==> config.mk <==
export PLATFORM = sky130hd
export DESIGN_NAME = ctl_reg_unit
export DESIGN_NICKNAME = d
export VERILOG_FILES = /design/src/rtl/ctl_pkg.sv /design/src/rtl/ctl_sr_next.sv /design/src/rtl/ctl_ier_next.sv /design/src/rtl/ctl_flag_test.sv /design/src/rtl/ctl_reg_unit.sv
export SDC_FILE = /design/constraint.sdc
export NUM_CORES = 1
export LEC_CHECK = 0
export BUFFER_PORTS_ARGS = -buffer_cell sky130_fd_sc_hd__buf_4
export CAP_MARGIN = 20
export CORE_AREA = 2 2 153 80
export CTS_CLUSTER_SIZE = 24
export DETAILED_ROUTE_END_ITERATION = 10
export DIE_AREA = 0 0 155 82
export PLACE_DENSITY_LB_ADDON = 0.05
export RECOVER_POWER = 100
export SETUP_SLACK_MARGIN = 0.1
export SLEW_MARGIN = 20
export SYNTH_ARGS = -nofsm -noshare
export SYNTH_HDL_FRONTEND = slang
export SYNTH_SLANG_ARGS = --single-unit
==> constraint.sdc <==
create_clock -name clk -period 2.2 [get_ports clk]
set_clock_uncertainty 0.15 [all_clocks]
set_input_delay 0.44 -clock clk [delete_from_list [all_inputs] [get_ports clk]]
set_output_delay 0.44 -clock clk [all_outputs]
set_load 0.05 [all_outputs]
==> src/rtl/ctl_pkg.sv <==
package ctl_pkg;
    localparam int SR_W     = 32;
    localparam int BYTE_W   = 8;
    localparam int PAIR_W   = 32;
    localparam int HALF_W   = PAIR_W / 2;
    localparam int IER_W    = 4;
    localparam int NBYTES   = SR_W / BYTE_W;
    localparam int GRP_W    = $clog2(NBYTES);
    localparam int OP_W     = 4;

    localparam int BIT_LOCK = 1;
    localparam int BIT_IEN  = 5;
    localparam int BIT_LW   = 6;
    localparam int BIT_MODE_S = 7;

    typedef enum logic [OP_W-1:0] {
        OP_NOP       = 4'd0,
        OP_SR_ACC    = 4'd1,
        OP_SR_IMM    = 4'd2,
        OP_SR_PAIR   = 4'd3,
        OP_PAIR_SR   = 4'd4,
        OP_ACC_GRP   = 4'd5,
        OP_GRP_ACC   = 4'd6,
        OP_GRP_IMM   = 4'd7,
        OP_LOCK_SET  = 4'd8,
        OP_LOCK_CLR  = 4'd9,
        OP_LW_SET    = 4'd10,
        OP_LW_CLR    = 4'd11,
        OP_IEN_CLR   = 4'd12,
        OP_IEN_SET   = 4'd13,
        OP_TEST_BANK = 4'd14,
        OP_TEST_MODE = 4'd15
    } ctl_op_e;

    typedef struct packed {
        logic s;
        logic z;
        logic v;
        logic c;
    } ctl_flags_t;

    typedef struct packed {
        logic [SR_W-1:0]   sr;
        logic [IER_W-1:0]  ier;
        ctl_flags_t        flags;
        logic [PAIR_W-1:0] pair_rd;
        logic [BYTE_W-1:0] acc_rd;
    } ctl_state_t;
endpackage

==> src/rtl/ctl_sr_next.sv <==
module ctl_sr_next
    import ctl_pkg::*;
(
    input  ctl_op_e           op,
    input  logic [GRP_W-1:0]  grp,
    input  logic [BYTE_W-1:0] acc,
    input  logic [BYTE_W-1:0] imm,
    input  logic [PAIR_W-1:0] pair,
    input  logic [SR_W-1:0]   sr_q,
    output logic [SR_W-1:0]   sr_d
);
    logic [BYTE_W-1:0] bcast_byte;
    logic [BYTE_W-1:0] grp_byte;
    logic [SR_W-1:0]   bcast_word;
    logic [SR_W-1:0]   grp_word;
    logic [SR_W-1:0]   pair_word;
    logic [NBYTES-1:0] grp_hit;

    assign bcast_byte = (op == OP_SR_IMM) ? imm : acc;
    assign grp_byte   = (op == OP_GRP_IMM) ? imm : acc;

    // Per-lane selection: lane 0 is kept by broadcast, grp_sel hits one lane.
    for (genvar b = 0; b < NBYTES; b++) begin : g_lane
        assign grp_hit[b] = (grp == GRP_W'(b));
        assign grp_word[b*BYTE_W +: BYTE_W] =
            grp_hit[b] ? grp_byte : sr_q[b*BYTE_W +: BYTE_W];
        if (b == 0) begin : g_keep
            assign bcast_word[BYTE_W-1:0] = sr_q[BYTE_W-1:0];
        end else begin : g_bc
            assign bcast_word[b*BYTE_W +: BYTE_W] = bcast_byte;
        end
    end

    // Word load from the register pair, width chosen by the long-word bit.
    always_comb begin
        pair_word = sr_q;
        pair_word[HALF_W-1:BYTE_W] = pair[HALF_W-1:BYTE_W];
        pair_word[0]               = pair[0];
        if (sr_q[BIT_LW]) begin
            pair_word[SR_W-1:HALF_W] = pair[PAIR_W-1:HALF_W];
        end else begin
            pair_word[SR_W-1:SR_W-BYTE_W]        = pair[HALF_W-1:BYTE_W];
            pair_word[SR_W-BYTE_W-1:HALF_W]      = pair[HALF_W-1:BYTE_W];
        end
    end

    always_comb begin
        sr_d = sr_q;
        case (op)
            OP_SR_ACC, OP_SR_IMM: sr_d = bcast_word;
            OP_SR_PAIR:           sr_d = pair_word;
            OP_GRP_ACC, OP_GRP_IMM: sr_d = grp_word;
            OP_LOCK_SET:          sr_d[BIT_LOCK] = 1'b1;
            OP_LOCK_CLR:          sr_d[BIT_LOCK] = 1'b0;
            OP_LW_SET:            sr_d[BIT_LW]   = 1'b1;
            OP_LW_CLR:            sr_d[BIT_LW]   = 1'b0;
            OP_IEN_CLR:           if (imm[0]) sr_d[BIT_IEN] = 1'b0;
            OP_IEN_SET:           if (imm[0]) sr_d[BIT_IEN] = 1'b1;
            default:              sr_d = sr_q;
        endcase
    end
endmodule

==> src/rtl/ctl_ier_next.sv <==
module ctl_ier_next
    import ctl_pkg::*;
(
    input  ctl_op_e          op,
    input  logic [IER_W-1:0] mask,
    input  logic [IER_W-1:0] ier_q,
    output logic [IER_W-1:0] ier_d
);
    always_comb begin
        case (op)
            OP_IEN_CLR: ier_d = ier_q & ~mask;
            OP_IEN_SET: ier_d = ier_q | mask;
            default:    ier_d = ier_q;
        endcase
    end
endmodule

==> src/rtl/ctl_flag_test.sv <==
module ctl_flag_test
    import ctl_pkg::*;
(
    input  ctl_op_e         op,
    input  logic [SR_W-1:0] sr_q,
    input  ctl_flags_t      flags_q,
    output ctl_flags_t      flags_d
);
    localparam int BANK_S = 2 * BYTE_W;
    localparam int BANK_Z = 3 * BYTE_W;
    localparam int BANK_C = BYTE_W;

    always_comb begin
        flags_d = flags_q;
        case (op)
            OP_TEST_BANK: begin
                flags_d.s = sr_q[BANK_S];
                flags_d.z = sr_q[BANK_Z];
                flags_d.v = sr_q[0];
                flags_d.c = sr_q[BANK_C];
            end
            OP_TEST_MODE: begin
                flags_d.s = sr_q[BIT_MODE_S];
                flags_d.z = sr_q[BIT_LW];
                flags_d.c = sr_q[BIT_LOCK];
            end
            default: flags_d = flags_q;
        endcase
    end
endmodule

==> src/rtl/ctl_reg_unit.sv <==
module ctl_reg_unit
    import ctl_pkg::*;
(
    input  logic              clk,
    input  logic              rst_n,
    input  logic              op_valid,
    input  logic [OP_W-1:0]   op_sel,
    input  logic [GRP_W-1:0]  grp_sel,
    input  logic [BYTE_W-1:0] acc_in,
    input  logic [BYTE_W-1:0] imm_in,
    input  logic [PAIR_W-1:0] pair_in,
    output logic [PAIR_W-1:0] pair_rd,
    output logic [BYTE_W-1:0] acc_rd,
    output logic [3:0]        flags,
    output logic [IER_W-1:0]  int_en,
    output logic              long_word,
    output logic              bus_lock
);
    ctl_op_e     op;
    ctl_state_t  st_q, st_d;
    logic [SR_W-1:0]   sr_nx;
    logic [IER_W-1:0]  ier_nx;
    ctl_flags_t        flags_nx;
    logic [PAIR_W-1:0] rd_word;
    logic [BYTE_W-1:0] rd_byte;

    assign op = ctl_op_e'(op_sel);

    ctl_sr_next u_sr (
        .op   (op),
        .grp  (grp_sel),
        .acc  (acc_in),
        .imm  (imm_in),
        .pair (pair_in),
        .sr_q (st_q.sr),
        .sr_d (sr_nx)
    );

    ctl_ier_next u_ier (
        .op    (op),
        .mask  (imm_in[IER_W-1:0]),
        .ier_q (st_q.ier),
        .ier_d (ier_nx)
    );

    ctl_flag_test u_flg (
        .op      (op),
        .sr_q    (st_q.sr),
        .flags_q (st_q.flags),
        .flags_d (flags_nx)
    );

    assign rd_word = st_q.sr[BIT_LW] ? st_q.sr
                                     : {{(PAIR_W-HALF_W){1'b0}}, st_q.sr[HALF_W-1:0]};
    assign rd_byte = st_q.sr[grp_sel*BYTE_W +: BYTE_W];

    always_comb begin
        st_d = st_q;
        if (op_valid) begin
            st_d.sr    = sr_nx;
            st_d.ier   = ier_nx;
            st_d.flags = flags_nx;
            if (op == OP_PAIR_SR) st_d.pair_rd = rd_word;
            if (op == OP_ACC_GRP) st_d.acc_rd  = rd_byte;
        end
    end

    always_ff @(posedge clk or negedge rst_n) begin
        if (!rst_n) st_q <= '0;
        else        st_q <= st_d;
    end

    assign pair_rd   = st_q.pair_rd;
    assign acc_rd    = st_q.acc_rd;
    assign flags     = st_q.flags;
    assign int_en    = st_q.ier;
    assign long_word = st_q.sr[BIT_LW];
    assign bus_lock  = st_q.sr[BIT_LOCK];

    assert_bcast_R2: assert property (@(posedge clk) disable iff (!rst_n)
        (op_valid && op == OP_SR_ACC) |=>
            (st_q.sr[31:24] == $past(acc_in) && st_q.sr[15:8] == $past(acc_in)
             && st_q.sr[7:0] == $past(st_q.sr[7:0])));

    assert_pair_short_R3: assert property (@(posedge clk) disable iff (!rst_n)
        (op_valid && op == OP_SR_PAIR && !long_word) |=>
            (st_q.sr[31:24] == $past(pair_in[15:8]) && st_q.sr[23:16] == $past(pair_in[15:8])));

    assert_read_long_R5: assert property (@(posedge clk) disable iff (!rst_n)
        (op_valid && op == OP_PAIR_SR && long_word) |=> (pair_rd == $past(st_q.sr)));

    assert_lock_set_R7: assert property (@(posedge clk) disable iff (!rst_n)
        (op_valid && op == OP_LOCK_SET) |=> bus_lock);

    assert_ien_clear_R8: assert property (@(posedge clk) disable iff (!rst_n)
        (op_valid && op == OP_IEN_CLR) |=> ((int_en & $past(imm_in[3:0])) == 4'b0));

    assert_mode_keeps_v_R10: assert property (@(posedge clk) disable iff (!rst_n)
        (op_valid && op == OP_TEST_MODE) |=> (flags[1] == $past(flags[1])));

    assert_idle_R11: assert property (@(posedge clk) disable iff (!rst_n)
        (!op_valid) |=> $stable(st_q));
endmodule

# == Yosys cells after proc, flatten, opt, wreduce, memory -nomap -nowiden ==
# Index checks and enable logic that the tools add are counted.
# totals
reg_bits,80
input_bits,57
output_inout_bits,50
elab_cells,88
# classes
eq_ne,24
shift,1
mux,18
bitwise_logic,5
n_reduce_logical,24
# op_table
cell,n
25-bit case mux with 3 select lines,1
8-bit two-way mux,6
"4-bit equality test, second input constant",8
32-bit two-way mux,1
32-bit by 6-bit indexed part select with 8-bit output,1
3-bit AND reduction,7
"4-bit by 3-bit equality test with 1-bit output, second input constant",4
16-bit two-way mux,1
3-bit nonzero test,4
2-bit AND reduction,5
5-bit AND reduction,2
1-bit case mux with 3 select lines,3
"4-bit by 2-bit equality test with 1-bit output, second input constant",2
"2-bit by 1-bit != test with 1-bit output, second input constant",4
4-bit case mux with 2 select lines,1
2-bit nonzero test,3
4-bit AND,1
"2-bit equality test, second input constant",2
"4-bit by 1-bit equality test with 1-bit output, second input constant",1
"2-bit != test, second input constant",2
4-bit NOT,1
4-bit bitwise OR,1
1-bit case mux with 2 select lines,2
2-bit case mux with 2 select lines,1
other kinds (5),8

# == Depth between registers and ports, before layout ==
# depth
word_depth,4
mapped_depth,7

# == Cells and area by module ==
# From an unflattened synthesis, not the netlist that was laid out.
# unflattened
hier_cells,540
hier_area_um2,5542.8
# modules_own_cells
mod,instances,cells_each,area_per_inst_um2
ctl_reg_unit,1,264,3676.0
ctl_sr_next,1,256,1696.6
ctl_flag_test,1,12,90.1
ctl_ier_next,1,8,80.1

# == Least setup slack after synthesis ==
# No wires, ideal clock.
# synth_path
path_kind,reg-to-reg
start,register st_q (netlist bit long_word)
end,register st_q[64] (netlist bit)
setup_ns,0.125
arrival_time_ns,1.687
required_ns,1.925
path_slack_ns,0.239
stages_incl_launch_ff,7
path_cell_list,dfrtp_1 -> clkbuf_1 -> buf_2 -> nand2b_1 -> a21oi_1 -> a221o_1 -> mux2_2
# synth_via
elab_chain_len,2
# synth_lines
item,line_no,rtl
start: declaration,ctl_reg_unit.sv:20,"ctl_state_t st_q, st_d;"
start signal: assignment,ctl_reg_unit.sv:70,else st_q <= st_d;
16-bit two-way mux,ctl_sr_next.sv:39,if (sr_q[BIT_LW]) begin
25-bit case mux with 3 select lines,ctl_sr_next.sv:49,case (op)
# No other way between the ends. The select of a mux whose other input is x is not followed.
# A chain may end at the register's enable or synchronous reset.

# == Worst setup path in the final report ==
# layout_path
start,input op_sel[2]
end,register st_q[53] (netlist bit)
# layout_via
elab_chain_len,4
word_cells_on_any_way,13
cone_classes,eq/ne: 7; mux: 3; reduce/logical: 3
# layout_lines
item,line_no,rtl
start: declaration,ctl_reg_unit.sv:7,"input logic [OP_W-1:0] op_sel,"
4-bit by 3-bit equality test with 1-bit output (on tied branches),"ctl_sr_next.sv:49, ctl_sr_next.sv:20",
2-bit OR reduction / 8-bit two-way mux (equally long branches),"ctl_sr_next.sv:49, ctl_sr_next.sv:20",
2-bit by 1-bit != test with 1-bit output (no source line) (tied with other cells),--,
5-bit AND reduction (no source line) / 1-bit case mux with 3 select lines (equally long branches),--,
# Several ways; a longest one is shown, not always the timed one. The select of a mux whose other input is x is not followed.

==> results.py <==
metrics = {
    "run_status": {
        "status": "complete, no violations",
    },
    "clocking": {
        "cts_root_buf": "clkbuf_16",
        "clock-sinks": 80,
        "cts_resized": 0,
        "worstSkewPairLatency_ns": 0.34,
        "clockBufferDepth": 2,
        "cts.reportedPaths.clkPinSlew_ns": 0.06,
        "cts_max_level": 3,
        "numCtsBuffers": 9,
        "cts_tree": "yes",
        "cts_hold_buf": 1,
        "post_cts_buffers": 0,
    },
    "hold_path": {
        "min_path_cells": 2,
        "hp-class": "in2reg",
    },
    "critical_path": {
        "path_cells": "clkbuf_1, buf_4, nand4b_2, clkbuf_1, mux2i_1, o22ai_1, mux2_2",
        "cp_data_required_time_ns": 2.28,
        "cp_max_fo": 11,
        "cp.arrival_ns": 1.97,
        "crit_cells": 7,
        "cp_common_cell": "clkbuf_1",
        "setup.worst_path.end": "st_q[53]$_DFFE_PN0P_",
        "crit_type": "in2reg",
        "cpPeakStageDelay_ns": 0.38,
        "cp-startpoint": "op_sel[2]",
        "crit_buf_inv": 3,
        "critPathLaunchType": "input port",
        "ff2ff_path_depth": 6,
        "endpoint_kind": "register",
        "r2r_setup_slack_ns": 0.45,
        "path_delay_family": "buffers and inverters",
        "r2r_end": "st_q[66]$_DFFE_PN0P_",
        "reg2reg_from": "long_word$_DFFE_PN0P_",
        "cp_slowest_cell": "clkbuf_1",
    },
    "global_route": {
        "grt_overflow_total": 0,
        "grt_pass1_wl_um": 19900,
        "grtUsageTotal_pct": 21.6,
        "grt_antenna_before_repair": 0,
        "grt_pass1_vias": 3387,
        "grt_max_degree": 41,
    },
    "logic_synthesis": {
        "async_reset_ff_share_pct": 100,
        "synthTopCellsByArea": "dfrtp_1 45%, buf_4 8.4%, nand2_1 8.3%, mux2_2 8.0%, mux2i_1 4.0%",
        "synth_area_leader_cell": "dfrtp_1",
        "synth_ff_type": "dfrtp_1",
        "synth_nets": 501,
        "synthCells": 444,
        "ys_types": 41,
        "synth_most_common_cell": "nand2_1",
        "synth_common_cells": "99 x nand2_1, 80 x dfrtp_1, 50 x buf_4",
        "ys_seq_area_share_pct": 44.7,
        "synth_edf_count": 0,
        "synth_top_area_share_pct": 44.7,
        "yosysWarningCount": 0,
        "avgSynthCellArea_um2": 10.1,
        "synth_seq_cells": 80,
        "syn_area_um2": 4480,
    },
    "placed_design": {
        "dp_slack_ns": 0.128,
        "portBuffers": 99,
        "place.gp.congestion": 0.842,
        "dp_hpwl_um": 9660,
    },
    "floorplan": {
        "die_w_um": 155,
        "ios": 107,
        "fp.dieArea_um2": 12700,
        "core_um2": 11500,
        "initial_core_util_pct": 39.1,
        "die_h_um": 82,
        "row_count": 28,
    },
    "routing": {
        "antenna_left": 0,
        "via_count": 3461,
        "vias_per_cell": 5.26,
        "drtPass1Iterations": 5,
        "drcViolationCount": 0,
        "drt_iter0_markers": 285,
        "wirelength_um": 12800,
        "drt-wirelength-per-cell_um": 19.5,
    },
    "sta": {
        "worst_pin_slew_ns": 0.848,
        "final.setup.worst_slack_ns": 0.305,
        "rsz0062_at_grt": "false",
        "clock.fmax_ghz": 0.528,
        "fin_setup_tns_ns": 0,
        "fin_crit_ns": 1.90,
        "setup_viol": 0,
        "finalCritPeriodShare_pct": 86.1,
        "maxSlewHeadroom_pct": 43.5,
        "slew_viol_final": 0,
        "hold_viol_final": 0,
    },
    "cells_and_area": {
        "final.fill_count": 1176,
        "final_nets": 560,
        "area_growth_pct": 16.9,
        "insertedDiodeCount": 0,
        "layout-drive-gt1-share_pct": 26.0,
        "utilization_pct": 45.7,
    },
    "run": {
        "maxCapViolCount": 0,
    },
    "pwr": {
        "p_leak_nw": 2.50,
        "p_per_area_nw_per_um2": 1020,
        "ir_drop_v": 0.000413,
    },
}
==> worst min-delay path by stage <==
| stage | startpoint | end | slack, ns |
|---|---|---|---|
| 2_1_floorplan | rst_n | async pin | -0.006 |
| 3_3_place_gp | rst_n | pair_rd[8]$_DFFE_PN0P_ | 0.27 |
| 3_5_place_dp | rst_n | pair_rd[8]$_DFFE_PN0P_ | 0.27 |
| 4_1_cts | op_valid | bus_lock$_DFFE_PN0P_ | 0.20 |
| 5_1_grt | op_valid | bus_lock$_DFFE_PN0P_ | 0.22 |
| 6_report | op_valid | bus_lock$_DFFE_PN0P_ | 0.21 |
==> worst register-to-register path, stage by stage (launching register included) <==
cell and delay [ns]:
dfrtp_1 0.37, buf_4 0.20, buf_4 0.21, nand2_1 0.07, a21oi_1 0.06, a221o_1 0.30
mux2_2 0.27
==> metrics by stage <==
step                      cells  hold WS (ns)  power (mW)  instance area (um^2)
final                       658         0.208        5.32                  5240
after global routing        658         0.218        5.59                  5240
after CTS                   658         0.198        5.55                  5450
after detailed placement    641         0.275        3.91                  5120
after global placement      641         0.273        3.89                  5120
after floorplan             444      -0.00559        3.51                  4480
==> routing by layer <==
| layer | up-vias | routed length, um | GRT usage [%] |
|---|---|---|---|
| met5 | - | 0 | 0 |
| met4 | 0 | 141 | 5.56 |
| met3 | 13 | 1100 | 6.39 |
| met2 | 137 | 4730 | 27.5 |
| met1 | 1679 | 6850 | 34.2 |
| li1 | 1632 | - | - |
==> cell type report <==
cell class                      count  area (um^2)  area share, %
Clock inverter                      6         91.3           1.74
Sequential cell                    80         2000           38.2
Tap cell                          150          188           3.58
Timing Repair Buffer              124          763           14.6
Clock buffer                       10          229           4.37
Inverter                            9         33.8          0.645
Multi-Input combinational cell    279         1930           36.9
==> state kept, by name, summed over array words and instances (netlist names), named ones only <==
signal / flops
flags: 4
st_q: 30
acc_rd: 8
long_word: 1
pair_rd: 32
bus_lock: 1
==> cell usage in the layout (no fill, tap or decap), types with 2 or more instances in the layout <==
cell       Yosys  final
clkbuf_16      0      9
a222oi_1       8      8
and4b_1        2      2
clkinv_4       0      2
mux4_2         8      8
clkbuf_2       0      2
o21ai_0        7     15
clkbuf_1      11     55
nand4_1        3      3
inv_1          9      9
nor3_2         1      2
nor2_1         2      2
buf_4         50     64
nor2b_1        2      2
a21oi_1       21     21
mux2_2        32     32
buf_12         0      3
o22ai_1        4      4
nand2_1       99     99
o21ai_2        2      2
a221o_1       16     16
nand3b_1       2      3
nand2b_1      13     13
bufinv_16      0      2
mux2i_1       18     18
dfrtp_1       80     80
nand3_1       16     16
==> power by group <==
| part | internal (mW) | switching (mW) | leakage (nW) | total, mW |
|---|---|---|---|---|
| Sequential | 1.80 | 0.239 | 1.02 | 2.04 |
| Clock | 1.00 | 0.623 | 0.157 | 1.62 |
| Combinational | 0.487 | 1.18 | 1.32 | 1.67 |
==> logic make-up after synthesis <==
logic type	share of synthesized area (%)
buffers and inverters	12.3
multiplexers	16.1
flip-flops	44.7
AND/OR/NAND/NOR	15.8
AO/OA/AOI/OAI	11.2
No activity file was read; power rests on OpenSTA's default activity.
